**config.mk**
```make
export PLATFORM = sky130hd
export DESIGN_NAME = qword_rx_buffer
export DESIGN_NICKNAME = d
export VERILOG_FILES = /design/src/rtl/qrx_pkg.sv /design/src/rtl/qrx_admit.sv /design/src/rtl/qrx_store.sv /design/src/rtl/qrx_trace.sv /design/src/rtl/qword_rx_buffer.sv
export SDC_FILE = /design/constraint.sdc
export NUM_CORES = 1
export LEC_CHECK = 0
export BUFFER_PORTS_ARGS = -buffer_cell sky130_fd_sc_hd__buf_2
export CORE_UTILIZATION = 55
export CTS_CLUSTER_SIZE = 25
export DETAILED_ROUTE_END_ITERATION = 8
export PLACE_DENSITY = 0.71
export RECOVER_POWER = 25
export SYNTH_ARGS = -nofsm -noshare
export SYNTH_HDL_FRONTEND = slang
export SYNTH_SLANG_ARGS = --single-unit
```
**constraint.sdc**
```tcl
create_clock -name clk -period 5.6 [get_ports clk]
set_input_delay 0.84 -clock clk [delete_from_list [all_inputs] [get_ports clk]]
set_output_delay 0.84 -clock clk [all_outputs]
set_load 0.03 [all_outputs]
```
**src/rtl/qrx_pkg.sv**
```systemverilog
package qrx_pkg;
   // Slot storage initialisation variant
   typedef enum logic [0:0] {
      SLOT_KEEP  = 1'b0,   // slots keep arbitrary content through reset
      SLOT_CLEAR = 1'b1    // slots are zeroed by reset
   } slot_init_e;

   function automatic int idx_width(input int depth);
      return (depth < 2) ? 1 : $clog2(depth);
   endfunction
endpackage

```
**src/rtl/qrx_admit.sv**
```systemverilog
module qrx_admit #(
   parameter int DEPTH = 8,
   parameter int CNT_W = 32,
   localparam int IDX_W = qrx_pkg::idx_width(DEPTH),
   localparam int FILL_W = IDX_W + 1
) (
   input  logic             clk,
   input  logic             rst_n,
   input  logic             in_valid,
   input  logic             in_last,
   input  logic             stall_req,
   output logic             in_ready,
   output logic             accept,
   output logic [IDX_W-1:0] wr_slot,
   output logic [CNT_W-1:0] beat_count,
   output logic             last_flag,
   output logic             buf_full
);
   localparam logic [FILL_W-1:0] FILL_MAX = FILL_W'(DEPTH);

   logic [FILL_W-1:0] fill_q;
   logic [CNT_W-1:0]  count_q;
   logic              last_q;

   assign buf_full = (fill_q == FILL_MAX);
   assign in_ready = !stall_req && !buf_full;
   assign accept   = in_valid && in_ready;
   assign wr_slot  = fill_q[IDX_W-1:0];

   always_ff @(posedge clk or negedge rst_n) begin
      if (!rst_n) begin
         fill_q  <= '0;
         count_q <= '0;
         last_q  <= 1'b0;
      end else if (accept) begin
         fill_q  <= fill_q + FILL_W'(1);
         count_q <= count_q + CNT_W'(1);
         if (in_last) last_q <= 1'b1;
      end
   end

   assign beat_count = count_q;
   assign last_flag  = last_q;

   AST_STALL_HOLD: assert property (@(posedge clk) disable iff (!rst_n)
      stall_req |=> beat_count == $past(beat_count));
   AST_COUNT_STEP: assert property (@(posedge clk) disable iff (!rst_n)
      accept |=> beat_count == $past(beat_count) + CNT_W'(1));
   AST_LAST_STICKY: assert property (@(posedge clk) disable iff (!rst_n)
      last_flag |=> last_flag);
   AST_NO_OVERFLOW: assert property (@(posedge clk) disable iff (!rst_n)
      beat_count <= CNT_W'(DEPTH));
endmodule

```
**src/rtl/qrx_store.sv**
```systemverilog
module qrx_store #(
   parameter int DATA_W = 128,
   parameter int DEPTH = 8,
   parameter qrx_pkg::slot_init_e INIT = qrx_pkg::SLOT_KEEP,
   localparam int IDX_W = qrx_pkg::idx_width(DEPTH)
) (
   input  logic              clk,
   input  logic              rst_n,
   input  logic              wr_en,
   input  logic [IDX_W-1:0]  wr_slot,
   input  logic [DATA_W-1:0] wr_data,
   input  logic              rd_en,
   input  logic [IDX_W-1:0]  rd_idx,
   output logic [DATA_W-1:0] rd_data,
   output logic              rd_valid
);
   logic [DATA_W-1:0] slot_vec [DEPTH];

   for (genvar s = 0; s < DEPTH; s++) begin : g_slot
      logic [DATA_W-1:0] q;
      logic              hit;
      assign hit = wr_en && (wr_slot == IDX_W'(s));
      if (INIT == qrx_pkg::SLOT_CLEAR) begin : g_clr
         always_ff @(posedge clk or negedge rst_n) begin
            if (!rst_n)   q <= '0;
            else if (hit) q <= wr_data;
         end
      end else begin : g_keep
         always_ff @(posedge clk) begin
            if (hit) q <= wr_data;
         end
      end
      assign slot_vec[s] = q;
   end

   logic [DATA_W-1:0] rd_q;
   logic              rv_q;

   always_ff @(posedge clk) begin
      if (rd_en) rd_q <= (32'(rd_idx) < DEPTH) ? slot_vec[rd_idx] : '0;
   end

   always_ff @(posedge clk or negedge rst_n) begin
      if (!rst_n) rv_q <= 1'b0;
      else        rv_q <= rd_en;
   end

   assign rd_data  = rd_q;
   assign rd_valid = rv_q;

   AST_RD_STROBE: assert property (@(posedge clk) disable iff (!rst_n)
      rd_en |=> rd_valid);
   AST_RD_IDLE: assert property (@(posedge clk) disable iff (!rst_n)
      !rd_en |=> !rd_valid);
endmodule

```
**src/rtl/qrx_trace.sv**
```systemverilog
module qrx_trace #(
   parameter int DEPTH = 8,
   localparam int IDX_W = qrx_pkg::idx_width(DEPTH)
) (
   input  logic             clk,
   input  logic             rst_n,
   input  logic             accept,
   input  logic [IDX_W-1:0] wr_slot,
   input  logic             in_last,
   output logic             evt_valid,
   output logic [IDX_W-1:0] evt_slot,
   output logic             evt_last
);
   always_ff @(posedge clk or negedge rst_n) begin
      if (!rst_n) begin
         evt_valid <= 1'b0;
         evt_slot  <= '0;
         evt_last  <= 1'b0;
      end else begin
         evt_valid <= accept;
         if (accept) begin
            evt_slot <= wr_slot;
            evt_last <= in_last;
         end
      end
   end

   AST_EVT_PER_BEAT: assert property (@(posedge clk) disable iff (!rst_n)
      accept |=> evt_valid);
   AST_EVT_QUIET: assert property (@(posedge clk) disable iff (!rst_n)
      !accept |=> !evt_valid);
   AST_EVT_SLOT: assert property (@(posedge clk) disable iff (!rst_n)
      accept |=> evt_slot == $past(wr_slot));
endmodule

```
**src/rtl/qword_rx_buffer.sv**
```systemverilog
module qword_rx_buffer #(
   parameter int DATA_W = 128,
   parameter int DEPTH = 8,
   parameter int CNT_W = 32,
   parameter qrx_pkg::slot_init_e INIT = qrx_pkg::SLOT_KEEP,
   localparam int IDX_W = qrx_pkg::idx_width(DEPTH)
) (
   input  logic              clk,
   input  logic              rst_n,
   input  logic              in_valid,
   input  logic [DATA_W-1:0] in_data,
   input  logic              in_last,
   output logic              in_ready,
   input  logic              stall_req,
   input  logic              rd_en,
   input  logic [IDX_W-1:0]  rd_idx,
   output logic [DATA_W-1:0] rd_data,
   output logic              rd_valid,
   output logic [CNT_W-1:0]  beat_count,
   output logic              last_flag,
   output logic              buf_full,
   output logic              evt_valid,
   output logic [IDX_W-1:0]  evt_slot,
   output logic              evt_last
);
   if (DEPTH < 2) begin : g_bad_depth
      $error("qword_rx_buffer: DEPTH must be at least 2");
   end
   if (DATA_W < 1) begin : g_bad_width
      $error("qword_rx_buffer: DATA_W must be positive");
   end
   if (CNT_W < IDX_W + 1) begin : g_bad_cnt
      $error("qword_rx_buffer: CNT_W too narrow to hold DEPTH");
   end

   logic             accept;
   logic [IDX_W-1:0] wr_slot;

   qrx_admit #(.DEPTH(DEPTH), .CNT_W(CNT_W)) u_admit (
      .clk        (clk),
      .rst_n      (rst_n),
      .in_valid   (in_valid),
      .in_last    (in_last),
      .stall_req  (stall_req),
      .in_ready   (in_ready),
      .accept     (accept),
      .wr_slot    (wr_slot),
      .beat_count (beat_count),
      .last_flag  (last_flag),
      .buf_full   (buf_full)
   );

   qrx_store #(.DATA_W(DATA_W), .DEPTH(DEPTH), .INIT(INIT)) u_store (
      .clk      (clk),
      .rst_n    (rst_n),
      .wr_en    (accept),
      .wr_slot  (wr_slot),
      .wr_data  (in_data),
      .rd_en    (rd_en),
      .rd_idx   (rd_idx),
      .rd_data  (rd_data),
      .rd_valid (rd_valid)
   );

   qrx_trace #(.DEPTH(DEPTH)) u_trace (
      .clk       (clk),
      .rst_n     (rst_n),
      .accept    (accept),
      .wr_slot   (wr_slot),
      .in_last   (in_last),
      .evt_valid (evt_valid),
      .evt_slot  (evt_slot),
      .evt_last  (evt_last)
   );

   AST_FULL_BLOCKS: assert property (@(posedge clk) disable iff (!rst_n)
      buf_full |=> beat_count == $past(beat_count));
endmodule

```
==> flow_summary.json, run 1 <==
{
  "grt_use_total_pct": 21.7,
  "postRouteAntennaNets": 0,
  "final_common_cell": "edfxtp_1",
  "path_class": "reg -> reg",
  "place_congestion": 0.830,
  "crit_buf_inv": 3,
  "drc": 0,
  "rsz0062_at_grt": "false",
  "grt_pass1_vias": 20800,
  "critPathCaptureType": "flip-flop",
  "r2r_start": "u_admit.fill_q[0]",
  "yosysTopAreaCellShare_pct": 78.4,
  "cts_buffers": 116,
  "worst-path-stages": 7,
  "timing_hold_violations_final": 0,
  "place_area_um2": 47200,
  "cp_slowest_cell": "and3_4",
  "clk_pin_slew_ps": 60,
  "grt-ovfl-total": 0,
  "cts_setup_buffers": 0,
  "synth_edf_count": 1152,
  "critPathMaxStageDelay_ps": 840,
  "grt_max_degree": 84,
  "ys_ff_latch": 1195,
  "fill_cells": 5180,
  "post-place-cells": 3113,
  "vias": 19600,
  "skew_ps": 26.4,
  "yosysWarnings": 0,
  "final_net_count": 2325,
  "tightest_slew_ps": 945,
  "period_minus_slack_ps": 3420,
  "path_cells": "inv_1, ha_1, nand3b_1, nand2_1, inv_1, and3_4, buf_4",
  "dieArea_um2": 81400,
  "crit_end": "u_store.g_slot[1].q[70]",
  "die_h_um": 285,
  "cpMostUsedCell": "inv_1",
  "status": "completed",
  "first_pass_iters": 5,
  "postCtsResizedCells": 0,
  "setup_viol": 0,
  "avgSynthCellArea_um2": 24.5,
  "cp.required_ps": 5920,
  "postSynthNetCount": 1944,
  "fmax_ghz": 0.292,
  "yosysSeqAreaShare_pct": 80.8,
  "yosysTopAreaCell": "edfxtp_1",
  "layout.cells.non_filler": 3334,
  "h-tree-depth": 3,
  "final_cell_mix": "1152 x edfxtp_1, 256 x mux4_2, 210 x buf_2, 128 x mux2_2, 119 x clkbuf_1",
  "wl_per_cell_um": 26.2,
  "drtIter0Drc": 1618,
  "crit_fanout": 48,
  "power_density_nw_per_um2": 392,
  "hp-class": "in -> async",
  "ys_async_sr_fraction_pct": 3.60,
  "maxCapViolCount": 0,
  "tritoncts": "yes",
  "syn_to_final_growth_pct": 15.1,
  "syn-instance-count": 1800,
  "clk_path_buf_depth": 3,
  "synth_cell_types": 29,
  "grt_pass1_wl_mm": 130,
  "r2r_end": "u_store.g_slot[1].q[70]",
  "cts_sinks": 1195,
  "pin_count": 306,
  "numPortBuffers": 305,
  "worstRegToRegCells": 7,
  "die_w_um": 285,
  "crit_start": "u_admit.fill_q[0]",
  "critPathLaunchType": "flip-flop",
  "finalCritPeriodShare_pct": 61.1,
  "syn_area_um2": 44100,
  "critical_path.top_delay_family": "simple AND/OR/NAND/NOR gates",
  "tns_ps": 0,
  "synth_flop_cell": "edfxtp_1",
  "insertion_delay_ps": 660,
  "rows": 103,
  "routed_wl_mm": 87.2,
  "final_area_um2": 50800,
  "ir_worst_vdd_v": 0.000336,
  "dp_hpwl_mm": 48.4,
  "core_um2": 79300,
  "r2r_slack_ps": 2180,
  "initial_utilization_pct": 55.7,
  "synthTopCellsByArea": "edfxtp_1 78%, mux4_2 13%, mux2_2 3.3%",
  "grt_antenna_before_repair": 22,
  "drt-vias-per-instance": 5.89,
  "p_leak_nw": 16.6,
  "post_route_cells_drive_above_1_share_pct": 35.1,
  "slew_headroom_pct": 37.0,
  "critPathArrivalTime_ps": 3740,
  "slew_violations": 0,
  "holdBufCountCts": 0,
  "root_buffer": "clkbuf_16"
}
worst min-delay path by stage:
stage | from | to | slack (ps) | cells after the start
floorplan | u_admit.fill_q[3] | u_admit.fill_q[3] | 450 | 1
global placement | u_admit.last_flag | u_admit.last_flag | 450 | 1
detailed placement | u_admit.beat_count[31] | u_admit.beat_count[31] | 450 | 1
CTS | rst_n | u_admit.beat_count[2] | 320 | 1
global route | rst_n | u_admit.last_flag | 380 | 1
finish | rst_n | u_admit.beat_count[20] | 320 | 1
cell families (layout without fill, tap and decap cells):
group	count (synthesis)	count (layout)	share of synthesized area (%)
xor+xnor	33	33	0.655
flops	1195	1195	80.8
fa+ha+maj	7	7	0.198
simple gates	94	94	1.18
other cells	0	8	0
buf+inv	82	558	0.771
compound gates	5	5	0.0567
mux	384	384	16.3
report_power, final:
group	switching [W]	total [W]	internal (W)
logic	0.00108	0.00167	0.000591
registers	0.000199	0.0107	0.0105
clock network	0.00313	0.00753	0.00439
total	0.00441	0.0199	0.0155
worst reg2reg max path, cell delays in order, from the launching register on:
cell	delay (ps)
dfrtp_1	400
inv_1	120
ha_1	250
nand3b_1	260
nand2_1	290
inv_1	370
and3_4	840
buf_4	530
state kept, by name, summed over array words and instances (netlist names):
name and flops:
u_trace.evt_last 1, u_admit.beat_count 32, u_admit.fill_q 4, u_trace.evt_slot 3, u_store.g_slot.q 1024, u_store.rd_valid 1
u_trace.evt_valid 1, u_store.rd_data 128, u_admit.last_flag 1
layer usage:
layer | wire [µm] | vias up | global-route usage (%) | share of wire (%)
li1 | - | 8411 | - | -
met1 | 34900 | 10400 | 29.1 | 40
met2 | 44000 | 683 | 35.7 | 50
met3 | 6310 | 130 | 5.10 | 7.2
met4 | 1830 | 26 | 6.50 | 2.1
met5 | 165 | - | 0 | 0.19
layout make-up:
class	instances	area (µm²)	area share [%]
Clock buffer	149	3100	6.10
Timing Repair Buffer	338	1880	3.70
Clock inverter	64	617	1.21
Inverter	7	26.3	0.0517
Multi-Input combinational cell	523	8170	16.1
Sequential cell	1195	35700	70.2
Antenna cell	8	20.0	0.0394
Tap cell	1050	1310	2.59
Yosys cell counts, types with 2 or more instances:
cell type	n
inv_1	7
buf_1	10
ha_1	7
o21ai_0	5
clkbuf_1	39
nand2b_1	2
xnor2_1	25
nor3_1	3
mux2_2	128
nand3_1	10
and4_1	6
edfxtp_1	1152
mux4_2	256
nand2_1	23
nand4_1	15
nor4_1	4
xor2_1	8
and3_1	14
dfrtp_1	43
buf_2	26
nor2_1	9
stage by stage:
step	setup WS (ps)	util (%)	total power, W	hold slack (ps)
floorplan	442	-	0.0120	446
global placement	1720	59.5	0.0126	452
detailed placement	1610	59.5	0.0126	451
CTS	2180	64.2	0.0201	322
global route	1930	64.1	0.0206	377
finish	2180	64.1	0.0199	323
(Power assumes the default switching activity.)
==> run 2, diff against run 1 <==
==> constraint.sdc (replaced) <==
create_clock -name clk -period 3.3 [get_ports clk]
set_input_delay 0.495 -clock clk [delete_from_list [all_inputs] [get_ports clk]]
set_output_delay 0.495 -clock clk [all_outputs]
set_load 0.03 [all_outputs]
==> run 2 against run 1 <==
Compared with the run above: via count increased by 0.48%; global-route usage is essentially flat; clock-buffer cell count fell by 5; fmax grew 22%; flip-flop and latch count unchanged; largest cell class unchanged; largest power group unchanged.
==> flow_summary.json, run 2 (synthesized netlist as in run 1, its figures left out) <==
{
  "status": "completed",
  "critical_path.top_delay_family": "simple AND/OR/NAND/NOR gates",
  "slew_headroom_pct": 36.5,
  "drc": 0,
  "wl_per_cell_um": 26.0,
  "core_um2": 79300,
  "critPathMaxStageDelay_ps": 400,
  "grt_antenna_before_repair": 17,
  "grt-ovfl-total": 0,
  "final_common_cell": "edfxtp_1",
  "holdBufCountCts": 1,
  "period_minus_slack_ps": 2810,
  "path_cells": "inv_1, ha_1, nand3b_1, nand2_1, inv_1, and3_4, buf_12",
  "ir_worst_vdd_v": 0.000488,
  "final_area_um2": 51200,
  "critPathArrivalTime_ps": 3120,
  "grt_pass1_vias": 20900,
  "fmax_ghz": 0.355,
  "vias": 19700,
  "grt_use_total_pct": 21.7,
  "drtIter0Drc": 1724,
  "tns_ps": 0,
  "first_pass_iters": 5,
  "postCtsResizedCells": 0,
  "maxCapViolCount": 0,
  "numPortBuffers": 305,
  "die_h_um": 285,
  "slew_violations": 0,
  "power_density_nw_per_um2": 663,
  "regMostFlops": "u_store.g_slot.q",
  "initial_utilization_pct": 55.7,
  "grt_pass1_wl_mm": 130,
  "timing_hold_violations_final": 0,
  "cpMostUsedCell": "inv_1",
  "cts_sinks": 1195,
  "clk_path_buf_depth": 3,
  "multi_input_area_um2": 8170,
  "dp_hpwl_mm": 48.9,
  "cp_slowest_cell": "dfrtp_1",
  "place_congestion": 0.806,
  "hp-class": "in -> reg",
  "syn_to_final_growth_pct": 16.1,
  "place_area_um2": 47600,
  "rows": 103,
  "cts_buffers": 116,
  "p_leak_nw": 16.8,
  "crit_buf_inv": 3,
  "die_w_um": 285,
  "cts_setup_buffers": 0,
  "largest_register_ffs": 1024,
  "drt-vias-per-instance": 5.87,
  "tightest_slew_ps": 952,
  "cp.required_ps": 3610,
  "setup_viol": 0,
  "grt_max_degree": 86,
  "crit_fanout": 62,
  "final_net_count": 2352,
  "rsz0062_at_grt": "false",
  "routed_wl_mm": 87.5,
  "path_class": "reg -> reg",
  "root_buffer": "clkbuf_16",
  "tritoncts": "yes",
  "skew_ps": 9.99,
  "ff_latch_area_um2": 35700,
  "pin_count": 306,
  "final_cell_mix": "1152 x edfxtp_1, 256 x mux4_2, 204 x buf_2, 128 x mux2_2, 122 x clkbuf_16",
  "post_route_cells_drive_above_1_share_pct": 35.8,
  "h-tree-depth": 3,
  "insertion_delay_ps": 660,
  "dieArea_um2": 81400,
  "fill_cells": 5122,
  "postRouteAntennaNets": 0,
  "finalCritPeriodShare_pct": 85.3,
  "critPathLaunchType": "flip-flop",
  "clk_pin_slew_ps": 60,
  "critPathCaptureType": "flip-flop"
}
## run 2: changes by cell type in the layout (fill, tap and decap cells not counted), moves of 5 or more
cell,previous run,this run
diode_2,8,3
buf_12,15,32
clkinv_1,26,31
clkinv_2,18,23
buf_4,18,27
buf_2,210,204
## run 2: path summary, 6_finish.rpt
check	slack [ps]	start	end	depth (start not counted)
min reg2reg	480	u_admit.last_flag	u_admit.last_flag	1
max in group asynchronous	2190	rst_n	u_admit.beat_count[6]	2
min in group asynchronous	510	rst_n	u_admit.beat_count[14]	2
min	60	in_last	u_trace.evt_last	3
max reg2reg	490	u_admit.fill_q[0]	u_store.g_slot[2].q[14]	7
max	490	u_admit.fill_q[0]	u_store.g_slot[2].q[14]	7
## run 2: power by group
part / internal, W / switching [W]
Clock: 0.00745 / 0.00541
Sequential: 0.0179 / 0.000337
Combinational: 0.00107 / 0.00185
## run 2: layout make-up
type | instances | area share [%]
Antenna cell | 3 | 0.0147
Clock buffer | 144 | 6.14
Clock inverter | 74 | 1.20
Inverter | 7 | 0.0513
Multi-Input combinational cell | 523 | 15.9
Sequential cell | 1195 | 69.6
Tap cell | 1050 | 2.56
Timing Repair Buffer | 365 | 4.47
## run 2: tightest hold or removal path, stage by stage
cell and delay [ps]:
buf_2 80, nand2_1 60, nand2_1 60
## run 2: layer usage
metal	global-route usage, %	up-vias	wire, µm
met1	29.3	10500	35700
met2	36.3	607	44500
li1	-	8472	-
met3	4.94	120	5750
met4	5.16	24	1420
met5	0	-	143
## run 2: per-stage QoR
stage | power (W) | worst slack, ps | hold slack [ps] | utilization (%) | instances
5_1_grt | 0.0350 | 325 | 55.6 | 64.6 | 3359
3_5_place_dp | 0.0215 | 522 | 453 | 60.0 | 3139
6_report | 0.0340 | 486 | 60.2 | 64.7 | 3361
2_1_floorplan | 0.0202 | 356 | 199 | - | 1800
4_1_cts | 0.0343 | 492 | 32.7 | 64.8 | 3358
3_3_place_gp | 0.0214 | 603 | 446 | 60.0 | 3139
